[src/rtl/acc40_pkg.sv]
`timescale 1ns/1ps
package acc40_pkg;
  parameter int unsigned ACC_W   = 40;
  parameter int unsigned WORD_W  = 16;
  parameter int unsigned PAIR_W  = 2 * WORD_W;
  parameter int unsigned GUARD_W = ACC_W - PAIR_W;
  parameter int unsigned OP_W    = 4;

  typedef enum logic [OP_W-1:0] {
    OP_IDLE  = 4'd0,
    OP_CLR   = 4'd1,
    OP_NEG   = 4'd2,
    OP_ABS   = 4'd3,
    OP_WGRD  = 4'd4,
    OP_WHI   = 4'd5,
    OP_WLO   = 4'd6,
    OP_WPAIR = 4'd7,
    OP_RGRD  = 4'd8,
    OP_RHI   = 4'd9,
    OP_RLO   = 4'd10,
    OP_RPAIR = 4'd11
  } acc_op_e;

  // two's complement, wraps inside ACC_W bits
  function automatic logic [ACC_W-1:0] twos_neg(input logic [ACC_W-1:0] v);
    return (~v) + {{(ACC_W-1){1'b0}}, 1'b1};
  endfunction

  // clamp to the signed PAIR_W range when enabled
  function automatic logic [ACC_W-1:0] clamp_pair(input logic [ACC_W-1:0] v,
                                                  input logic en);
    logic fits;
    fits = (&v[ACC_W-1:PAIR_W-1]) | ~(|v[ACC_W-1:PAIR_W-1]);
    if (!en || fits) return v;
    if (v[ACC_W-1])
      return {{(GUARD_W+1){1'b1}}, {(PAIR_W-1){1'b0}}};
    return {{(GUARD_W+1){1'b0}}, {(PAIR_W-1){1'b1}}};
  endfunction

  function automatic logic sext_fits_pair(input logic [ACC_W-1:0] v);
    return (v[ACC_W-1:PAIR_W-1] == '0) || (v[ACC_W-1:PAIR_W-1] == '1);
  endfunction

  function automatic logic alters_acc(input acc_op_e op);
    return op inside {OP_CLR, OP_NEG, OP_ABS, OP_WGRD, OP_WHI, OP_WLO, OP_WPAIR};
  endfunction
endpackage

[src/rtl/acc40_alu.sv]
`timescale 1ns/1ps
module acc40_alu
  import acc40_pkg::*;
(
  input  acc_op_e          op,
  input  logic             sat_en,
  input  logic [ACC_W-1:0] cur,
  output logic [ACC_W-1:0] res,
  output logic             res_en,
  output logic             flag_val,
  output logic             flag_en
);
  logic [ACC_W-1:0] neg_raw;
  logic             negate_now;

  always_comb begin
    neg_raw    = twos_neg(cur);
    negate_now = (op == OP_NEG) || ((op == OP_ABS) && cur[ACC_W-1]);
    res        = clamp_pair(neg_raw, sat_en);
    res_en     = negate_now;
    flag_en    = (op == OP_ABS);
    flag_val   = cur[ACC_W-1];
  end
endmodule

[src/rtl/acc40_field.sv]
`timescale 1ns/1ps
module acc40_field
  import acc40_pkg::*;
(
  input  acc_op_e           op,
  input  logic [ACC_W-1:0]  cur,
  input  logic [WORD_W-1:0] wd_hi,
  input  logic [WORD_W-1:0] wd_lo,
  output logic [ACC_W-1:0]  wr_val,
  output logic              wr_en,
  output logic [WORD_W-1:0] rd_hi,
  output logic [WORD_W-1:0] rd_lo,
  output logic              rd_en
);
  localparam int unsigned HI_EXT = ACC_W - WORD_W - WORD_W;

  always_comb begin
    wr_val = cur;
    wr_en  = 1'b0;
    rd_hi  = '0;
    rd_lo  = '0;
    rd_en  = 1'b0;
    unique case (op)
      OP_WGRD: begin
        wr_val = {wd_lo[GUARD_W-1:0], cur[PAIR_W-1:0]};
        wr_en  = 1'b1;
      end
      OP_WHI: begin
        wr_val = {{HI_EXT{wd_lo[WORD_W-1]}}, wd_lo, cur[WORD_W-1:0]};
        wr_en  = 1'b1;
      end
      OP_WLO: begin
        wr_val = {{(ACC_W-WORD_W){wd_lo[WORD_W-1]}}, wd_lo};
        wr_en  = 1'b1;
      end
      OP_WPAIR: begin
        wr_val = {{GUARD_W{wd_hi[WORD_W-1]}}, wd_hi, wd_lo};
        wr_en  = 1'b1;
      end
      OP_RGRD: begin
        rd_lo = {{(WORD_W-GUARD_W){1'b0}}, cur[ACC_W-1:PAIR_W]};
        rd_en = 1'b1;
      end
      OP_RHI: begin
        rd_lo = cur[PAIR_W-1:WORD_W];
        rd_en = 1'b1;
      end
      OP_RLO: begin
        rd_lo = cur[WORD_W-1:0];
        rd_en = 1'b1;
      end
      OP_RPAIR: begin
        rd_hi = cur[PAIR_W-1:WORD_W];
        rd_lo = cur[WORD_W-1:0];
        rd_en = 1'b1;
      end
      default: ;
    endcase
  end
endmodule

[src/rtl/dual_acc40.sv]
`timescale 1ns/1ps
module dual_acc40
  import acc40_pkg::*;
#(
  parameter int unsigned NUM_ACC = 2,
  localparam int unsigned SEL_W  = (NUM_ACC > 1) ? $clog2(NUM_ACC) : 1
) (
  input  logic                     clk,
  input  logic                     rst_n,
  input  logic [OP_W-1:0]          op_i,
  input  logic [SEL_W-1:0]         sel_i,
  input  logic [WORD_W-1:0]        reg_hi_i,
  input  logic [WORD_W-1:0]        reg_lo_i,
  input  logic                     sat_en_i,
  output logic [WORD_W-1:0]        rd_hi_o,
  output logic [WORD_W-1:0]        rd_lo_o,
  output logic                     flag_o,
  output logic [NUM_ACC*ACC_W-1:0] acc_o
);
  acc_op_e          op_e;
  logic             sel_ok;
  logic [ACC_W-1:0] acc_q [NUM_ACC];
  logic [ACC_W-1:0] cur;
  logic [ACC_W-1:0] nxt;
  logic             upd;

  // named internal events
  logic [ACC_W-1:0]  alu_res;
  logic              alu_res_en, alu_flag_val, alu_flag_en;
  logic [ACC_W-1:0]  fld_wr_val;
  logic              fld_wr_en, fld_rd_en;
  logic [WORD_W-1:0] fld_rd_hi, fld_rd_lo;

  assign op_e   = acc_op_e'(op_i);
  assign sel_ok = int'(sel_i) < NUM_ACC;
  assign cur    = sel_ok ? acc_q[sel_i] : '0;

  acc40_alu u_alu (
    .op      (op_e),
    .sat_en  (sat_en_i),
    .cur     (cur),
    .res     (alu_res),
    .res_en  (alu_res_en),
    .flag_val(alu_flag_val),
    .flag_en (alu_flag_en)
  );

  acc40_field u_field (
    .op    (op_e),
    .cur   (cur),
    .wd_hi (reg_hi_i),
    .wd_lo (reg_lo_i),
    .wr_val(fld_wr_val),
    .wr_en (fld_wr_en),
    .rd_hi (fld_rd_hi),
    .rd_lo (fld_rd_lo),
    .rd_en (fld_rd_en)
  );

  always_comb begin
    nxt = cur;
    upd = 1'b0;
    if (op_e == OP_CLR) begin
      nxt = '0;
      upd = 1'b1;
    end else if (alu_res_en) begin
      nxt = alu_res;
      upd = 1'b1;
    end else if (fld_wr_en) begin
      nxt = fld_wr_val;
      upd = 1'b1;
    end
  end

  for (genvar i = 0; i < NUM_ACC; i++) begin : g_acc
    logic hit;
    assign hit = upd && sel_ok && (int'(sel_i) == i);

    always_ff @(posedge clk) begin
      if (!rst_n)   acc_q[i] <= '0;
      else if (hit) acc_q[i] <= nxt;
    end

    assign acc_o[i*ACC_W +: ACC_W] = acc_q[i];

    // clear leaves zero behind
    assert_clear_zero_R2: assert property (@(posedge clk) disable iff (!rst_n)
      (op_e == OP_CLR && int'(sel_i) == i) |=> acc_q[i] == '0);

    // guard write keeps the 32-bit body
    assert_guard_keep_R6: assert property (@(posedge clk) disable iff (!rst_n)
      (op_e == OP_WGRD && int'(sel_i) == i) |=> acc_q[i][PAIR_W-1:0] == $past(acc_q[i][PAIR_W-1:0]));

    // saturated arithmetic stays in the signed 32-bit range
    assert_sat_range_R4: assert property (@(posedge clk) disable iff (!rst_n)
      (alu_res_en && sat_en_i && int'(sel_i) == i) |=> sext_fits_pair(acc_q[i]));

    // unselected or non-modifying cycles leave the accumulator alone
    assert_idle_keep_R11: assert property (@(posedge clk) disable iff (!rst_n)
      !(int'(sel_i) == i && alters_acc(op_e)) |=> $stable(acc_q[i]));
  end

  always_ff @(posedge clk) begin
    if (!rst_n) begin
      rd_hi_o <= '0;
      rd_lo_o <= '0;
      flag_o  <= 1'b0;
    end else begin
      if (fld_rd_en) begin
        rd_hi_o <= fld_rd_hi;
        rd_lo_o <= fld_rd_lo;
      end
      if (alu_flag_en) flag_o <= alu_flag_val;
    end
  end

  // flag reflects the sign seen by abs
  assert_abs_flag_R5: assert property (@(posedge clk) disable iff (!rst_n)
    (op_e == OP_ABS) |=> flag_o == $past(cur[ACC_W-1]));

  // flag holds for every other operation
  assert_flag_hold_R5: assert property (@(posedge clk) disable iff (!rst_n)
    (op_e != OP_ABS) |=> $stable(flag_o));

  // low-word read
  assert_read_lo_R10: assert property (@(posedge clk) disable iff (!rst_n)
    (op_e == OP_RLO) |=> (rd_lo_o == $past(cur[WORD_W-1:0])) && (rd_hi_o == '0));

  // idle and unused codes hold the read outputs
  assert_idle_read_hold_R12: assert property (@(posedge clk) disable iff (!rst_n)
    (op_i == 4'd0 || op_i >= 4'd12) |=> $stable(rd_hi_o) && $stable(rd_lo_o));
endmodule

[config.mk]
export PLATFORM = sky130hd
export DESIGN_NAME = dual_acc40
export DESIGN_NICKNAME = d
export VERILOG_FILES = /design/src/rtl/acc40_pkg.sv /design/src/rtl/acc40_alu.sv /design/src/rtl/acc40_field.sv /design/src/rtl/dual_acc40.sv
export SDC_FILE = /design/constraint.sdc
export NUM_CORES = 1
export LEC_CHECK = 0
export ABC_AREA = 1
export CAP_MARGIN = 20
export CORE_UTILIZATION = 32
export CTS_CLUSTER_SIZE = 16
export DETAILED_ROUTE_END_ITERATION = 10
export DONT_BUFFER_PORTS = 1
export GPL_TIMING_DRIVEN = 0
export PLACE_DENSITY_LB_ADDON = 0.12
export SYNTH_ARGS = -nofsm -noshare
export SYNTH_HDL_FRONTEND = slang
export SYNTH_SLANG_ARGS = --single-unit
[constraint.sdc]
create_clock -name clk -period 5.35 [get_ports clk]
set_clock_uncertainty 0.15 [all_clocks]
set_input_delay 1.3375 -clock clk [delete_from_list [all_inputs] [get_ports clk]]
set_output_delay 1.3375 -clock clk [all_outputs]
set_load 0.02 [all_outputs]
==> summary.md, run 1 <==
| Metric | Value |
|---|---|
| Status | complete, no violations |
| Root buf cell | clkbuf_16 |
| Mean Syn Cell Area | 6.84 um^2 |
| CP Capture Type | register |
| Diodes inserted | 0 |
| Post-Syn Nets | between 1000 and 1500 |
| Clock Latency Late Sink | around 440 ps |
| R2R Setup Slk | ~1600 ps |
| Drt total wl | around 32000 um |
| CTS resizes | 0 |
| Max_slew headroom | 0.442 |
| Worst-Margin Slew | about 830 ps |
| Global-route wire length before repair | roughly 46000 um |
| Pre-CTS setup slack | a little under 500 ps |
| CTS Hold Bufs | 0 |
| Synth area leader | edfxtp_1 |
| Reg power frac | 0.407 |
| Min-delay worst type | reg -> reg |
| # fillers | 2609 |
| Max Root-Sink Buffers | 2 |
| Setup slack after layout | roughly 940 ps |
| Worst EP required | roughly 5400 ps |
| Worst hold path depth | 2 |
| Synthesized instance count | between 1000 and 1500 |
| Area of the core | 23400 um^2 |
| R2r endpoint | acc_q[1][33]$_SDFFCE_PN0P_ |
| Setup violators final | 0 |
| Via density | ~5.0 |
| Seq/Total Area, Yosys | 0.402 |
| Switching share of total power | 0.333 |
| Total CTS buffers | 17 |
| Min Tclk post-route | 4410 ps |
| Internal power | 1.80 mW |
| Synth Register Bits | approximately 110 |
| Die W | 156 um |
| I/O pin total | roughly 150 |
| Ratio of cells with drive above 1 in the final layout | 0.0819 |
| Yosys top cell area share | 0.315 |
| Vias in the first global route | roughly 7000 |
| Fmax | ~230 MHz |
| Hold EP | rd_hi_o[7]$_SDFFE_PN0P_ |
| Most frequent cells in the layout | nand2_1, nor2_1, inv_1 |
| Crit path DAT | 4450 ps |
| Final hold viol count | 0 |
| Path type of the worst setup path | in -> reg |
| GRT overflow | 0 |
| IO Port Bufs | 0 |
| Post-route ant nets | 0 |
| Slew Limit Fails | 0 |
| Tcrit/Tclk final | 0.825 |
| Clock power share | 0.415 |
| Sw Pwr | around 900 uW |
| RSZ-0062 raised after global routing | false |
| Commonest non-fill, non-tap cell in the layout | nand2_1 |
| Worst R2R Path Depth | 16 |
| DRT iter0 DRCs | ~640 |
| DIE HEIGHT | 156 um |
| Post-DR wirelength/cell | 21.8 um |
| Row count | between 50 and 60 |
| MaxCap Viol Count | 0 |
| Post-Syn Area | about 7600 um^2 |
| GP Congestion | between 0.9 and 1 |
| Vias | 7398 |
| Power Density | ~310 nW/um^2 |
| Clk sink count | ~110 |
| Max IR drop VDD | 0.203 mV |
| Final nets | ~1200 |
| Area delta synth->final | 13.4% |
| Leakage | between 3 and 4 nW |
| Starting Density | 0.326 |
| Initial antenna violation count | 0 |
| Gr usage total | 0.265 |
| Largest net degree at the start of global routing | 29 |
| Post-CTS Setup Repair Bufs | 0 |
| Clock slew at reported path FFs | around 60 ps |
| Comb power frac | 0.178 |
| Placed wire-length estimate | ~26000 um |
| Unique masters post-synth | 42 |
| Post-Place Cells | approximately 1400 |
| Residual DRC | 0 |
| Yosys warnings | 0 |
| CTS tree | built |
| Startpoint Class | input pin |
| H-tree depth | 4 |
| Non-filler cells, final | about 1500 |
| Die area | ~24000 um^2 |
| Hold_sp | rd_hi_o[7]$_SDFFE_PN0P_ |
| Detailed-router iteration count before antenna repair | 5 |
| Worst R2R Start | acc_q[0][31]$_SDFFCE_PN0P_ |
| Crit path max fanout | 10 |
| Synth top area cells | edfxtp_1, nand2_1, dfxtp_1 |
[logic make-up (layout without fill, tap and decap cells)]
family,after synthesis,count (layout),share of synthesized area
adder cells (fa/ha/maj),1,1,0.00164
XOR/XNOR,30,30,0.0369
AO/OA/AOI/OAI,121,121,0.103
flip-flops,113,113,0.402
AND/OR/NAND/NOR,664,664,0.354
buffers and inverters,185,219,0.102
[worst max-delay path by stage]
stage,startpoint,end,slack [ps],cells after the start
finish,sel_i,acc_q[1][33]$_SDFFCE_PN0P_,940,18
global route,sel_i,acc_q[1][13]$_SDFFCE_PN0P_,720,19
CTS,sel_i,acc_q[1][13]$_SDFFCE_PN0P_,950,19
detailed placement,sel_i,acc_q[1][13]$_SDFFCE_PN0P_,490,19
global placement,sel_i,acc_q[0][26]$_SDFFCE_PN0P_,-290,14
floorplan,sel_i,acc_q[0][0]$_SDFFCE_PN0P_,1040,14
[cells in the mapped netlist (all sizes together)]
cell and count:
o21ai 15, xor2 28, inv 141, or2 2
a21oi 45, nand3 45, a31oi 9, o211ai 17
dfxtp 33, nand3b 1, a41oi 14, xnor2 2
nor2 164, buf 22, a211oi 1, o2bb2ai 1
nand4 3, ha 1, o22ai 2, nand2 442
o2111ai 1, a221oi 6, o221ai 7, edfxtp 80
nor3 7, a22oi 3, clkbuf 22
[layer usage]
metal | wire [um] | track usage | up-vias
met5 | 0 | 0 | -
met4 | 551 | 0.0761 | 0
met3 | 2460 | 0.0582 | 32
met2 | 15100 | 0.441 | 277
met1 | 14000 | 0.344 | 3495
li1 | - | - | 3594
[through the flow]
| step | area (um^2) | setup TNS [ps] | hold WS, ps | power, mW | utilization |
|---|---|---|---|---|---|
| final | 8640 | 0 | 416 | 2.70 | 0.369 |
| after global routing | 8640 | 0 | 441 | 2.81 | 0.369 |
| after CTS | 8640 | 0 | 418 | 2.71 | 0.369 |
| after detailed placement | 8070 | 0 | 409 | 1.59 | 0.345 |
| after global placement | 8020 | -22540 | 410 | 1.59 | 0.343 |
| after floorplan | 7620 | 0 | 395 | 1.43 | - |
[registers in the layout (all words and copies together) (netlist names)]
| register | cells |
|---|---|
| acc_q | 80 |
| flag_o | 1 |
| rd_hi_o | 16 |
| rd_lo_o | 16 |
[layout make-up]
cell class | instances | area [um^2] | area share
Clock buffer | 21 | 503 | 0.0582
Sequential cell | 113 | 3060 | 0.354
Clock inverter | 11 | 71.3 | 0.00825
Multi-Input combinational cell | 816 | 3780 | 0.438
Buffer | 44 | 246 | 0.0285
Inverter | 141 | 534 | 0.0618
Timing Repair Buffer | 2 | 40.0 | 0.00463
Tap cell | 319 | 399 | 0.0462
[power groups by stage]
stage                     sequential, mW  clock (mW)  combinational (mW)
after floorplan                     1.11           0               0.320
after global placement              1.12           0               0.467
after detailed placement            1.12           0               0.474
after CTS                           1.10        1.14               0.476
after global routing                1.11        1.17               0.529
final                               1.10        1.12               0.480
[critical path: stages]
cell,delay (ps)
buf_6,120
buf_4,200
o21ai_1,600
nand2_1,220
nor2_1,250
nand2_1,70
nor2_1,210
nand3_1,140
nand2_1,120
nand2_1,50
nor2_1,120
nand3_2,150
nand3_2,260
nand2_1,180
inv_2,160
nand2_1,70
nand2_1,120
nor2_1,60
(Power assumes the default switching activity.)
==> run 2, diff against run 1 <==
- clock period: 5.35 -> 4.2 ns (I/O delays scaled with it)
==> run 2 against run 1 <==
Wire length hardly changed. Die area stayed put. Setup slack worse by 780 ps. Critical path type unchanged. Register-to-register slack worse by 1100 ps. Largest cell class unchanged. Flip-flop and latch count stayed put. Core utilization hardly changed. Worst hold slack hardly changed.
==> summary.md, run 2 (synthesis gave the netlist of run 1 again) <==
| Metric | Value |
|---|---|
| CP Capture Type | register |
| Via density | 5.06 (+0.43%) |
| Area delta synth->final | 13.5% |
| Clk sink count | 113 (unchanged) |
| Die W | 156 um (unchanged) |
| DIE HEIGHT | 156 um (unchanged) |
| Row count | 56 (unchanged) |
| MaxCap Viol Count | 0 (unchanged) |
| Clock slew at reported path FFs | 60 ps (about the same) |
| Max IR drop VDD | 0.256 mV (+26%) |
| Max reg flops | 80 (unchanged) |
| Leakage | 3.81 nW (about the same) |
| Area of the core | 23400 um^2 (unchanged) |
| R2r endpoint | acc_q[1][13]$_SDFFCE_PN0P_ |
| Worst R2R Path Depth | 19 (+3) |
| RSZ-0062 raised after global routing | false |
| Fmax | between 200 and 250 MHz |
| Min Tclk post-route | slightly above 4000 ps |
| I/O pin total | 153 (unchanged) |
| Largest net degree at the start of global routing | 29 (unchanged) |
| Drt total wl | 32000 um (about the same) |
| Final hold viol count | 0 (unchanged) |
| Slew Limit Fails | 0 (unchanged) |
| Die area | 24400 um^2 (unchanged) |
| Setup slack after layout | 158 ps (-778 ps) |
| Min-delay worst type | reg -> reg |
| Most frequent cells in the layout | nand2_1, nor2_1, inv_1 |
| Final Power | 3.44 mW (+27%) |
| GRT overflow | 0 (unchanged) |
| Post-DR wirelength/cell | 21.8 um (about the same) |
| Starting Density | 0.326 (unchanged) |
| Root buf cell | clkbuf_16 |
| Ratio of cells with drive above 1 in the final layout | 0.0845 (+0.00261) |
| H-tree depth | 4 (unchanged) |
| Initial antenna violation count | 0 (unchanged) |
| Post-route ant nets | 0 (unchanged) |
| Vias in the first global route | 7028 (unchanged) |
| Diodes inserted | 0 (unchanged) |
| Tcrit/Tclk final | 0.962 |
| R2R Setup Slk | 510 ps (-1130 ps) |
| Worst EP required | 4220 ps (-1160 ps) |
| Post-CTS Setup Repair Bufs | 0 (unchanged) |
| Vias | 7430 (+0.43%) |
| Path type of the worst setup path | in -> reg |
| Placed wire-length estimate | 25800 um (unchanged) |
| Detailed-router iteration count before antenna repair | 5 (unchanged) |
| IO Port Bufs | 0 (unchanged) |
| Clock Latency Late Sink | 440 ps (about the same) |
| Total CTS buffers | 17 (unchanged) |
| Post-Place Cells | 1435 (unchanged) |
| Residual DRC | 0 (unchanged) |
| GP Congestion | 0.984 (unchanged) |
| Commonest non-fill, non-tap cell in the layout | nand2_1 |
| Largest reg by FF count | acc_q |
| Worst-Margin Slew | 837 ps (+2.48 ps) |
| Top flop regs | acc_q x80, rd_hi_o x16, rd_lo_o x16 |
| Worst R2R Start | acc_q[1][7]$_SDFFCE_PN0P_ |
| Max_slew headroom | 0.442 (about the same) |
| Setup violators final | 0 (unchanged) |
| Pre-CTS setup slack | -370 ps (-863 ps) |
| Max Root-Sink Buffers | 2 (unchanged) |
| Hold EP | rd_hi_o[7]$_SDFFE_PN0P_ |
| Worst hold path depth | 2 (unchanged) |
| Fin util | 0.370 (+0.000375) |
| Hold_sp | rd_hi_o[7]$_SDFFE_PN0P_ |
| Power Density | 398 nW/um^2 (+27%) |
| Global-route wire length before repair | 46100 um (unchanged) |
| Gr usage total | 0.265 (unchanged) |
| Final nets | 1176 (unchanged) |
| Crit path DAT | 4070 ps (-380 ps) |
| Status | complete, no violations |
| DRT iter0 DRCs | 694 (+7.9%) |
| Non-filler cells, final | 1467 (unchanged) |
| Startpoint Class | input pin |
| Crit path max fanout | 10 (unchanged) |
| CTS tree | built |
## run 2: area by class of cell
| class | count | area, um^2 |
|---|---|---|
| plain buffers | 44 | 246 |
| multi-input cells | 816 | 3790 |
| clock buffers | 21 | 503 |
| repair buffers | 2 | 40.0 |
| inverters | 141 | 534 |
| well taps | 319 | 399 |
| fillers | 2612 | 14800 |
| flip-flops and latches | 113 | 3060 |
| clock inverters | 11 | 71.3 |
## run 2: worst max path at each step
stage / to / cells after the start / slack [ps] / from
floorplan: acc_q[0][0]$_SDFFCE_PN0P_ / 14 / 170 / sel_i
global placement: acc_q[0][26]$_SDFFCE_PN0P_ / 14 / -1160 / sel_i
detailed placement: acc_q[1][13]$_SDFFCE_PN0P_ / 19 / -370 / sel_i
CTS: acc_q[1][13]$_SDFFCE_PN0P_ / 19 / 90 / sel_i
global route: acc_q[1][13]$_SDFFCE_PN0P_ / 21 / 5 / sel_i
finish: acc_q[1][13]$_SDFFCE_PN0P_ / 21 / 160 / sel_i
## run 2: worst max-delay path: stages
cell,delay (ps)
buf_6,120
inv_6,110
buf_6,200
nand2_1,80
nand2_2,140
nand2_1,140
nor2_4,180
nand3_1,240
nor2_1,370
nand2_1,130
nand2_1,80
nand2_1,80
nand2_1,90
nor2_1,50
nand3_2,110
nand3_2,270
buf_6,250
nand2_1,60
nand2_1,50
nand2_1,190
nor2_1,60
## run 2: report_power, final
group | total [mW] | switching (mW) | internal (mW)
combinational | 0.612 | 0.444 | 0.168
clock | 1.43 | 0.576 | 0.855
sequential | 1.40 | 0.129 | 1.27
## run 2: what timing repair did
item	CTS	global route
hold buffers	0	0
endpoints found under the setup margin	0	59
resized for setup	0	3
## run 2: layer usage
layer,share of wire,vias up,global-route usage,routed length [um]
met5,0,-,0,0
met4,0.016,0,0.0761,506
met3,0.078,28,0.0582,2500
met2,0.47,291,0.441,15100
met1,0.44,3516,0.344,14000
li1,-,3595,-,-
## run 2: metrics by stage
step / setup TNS (ps) / hold WS (ps) / instance area, um^2
floorplan: 0 / 395 / 7620
global placement: -113690 / 410 / 8020
detailed placement: -25360 / 409 / 8070
CTS: 0 / 418 / 8640
global route: 0 / 441 / 8650
finish: 0 / 416 / 8650
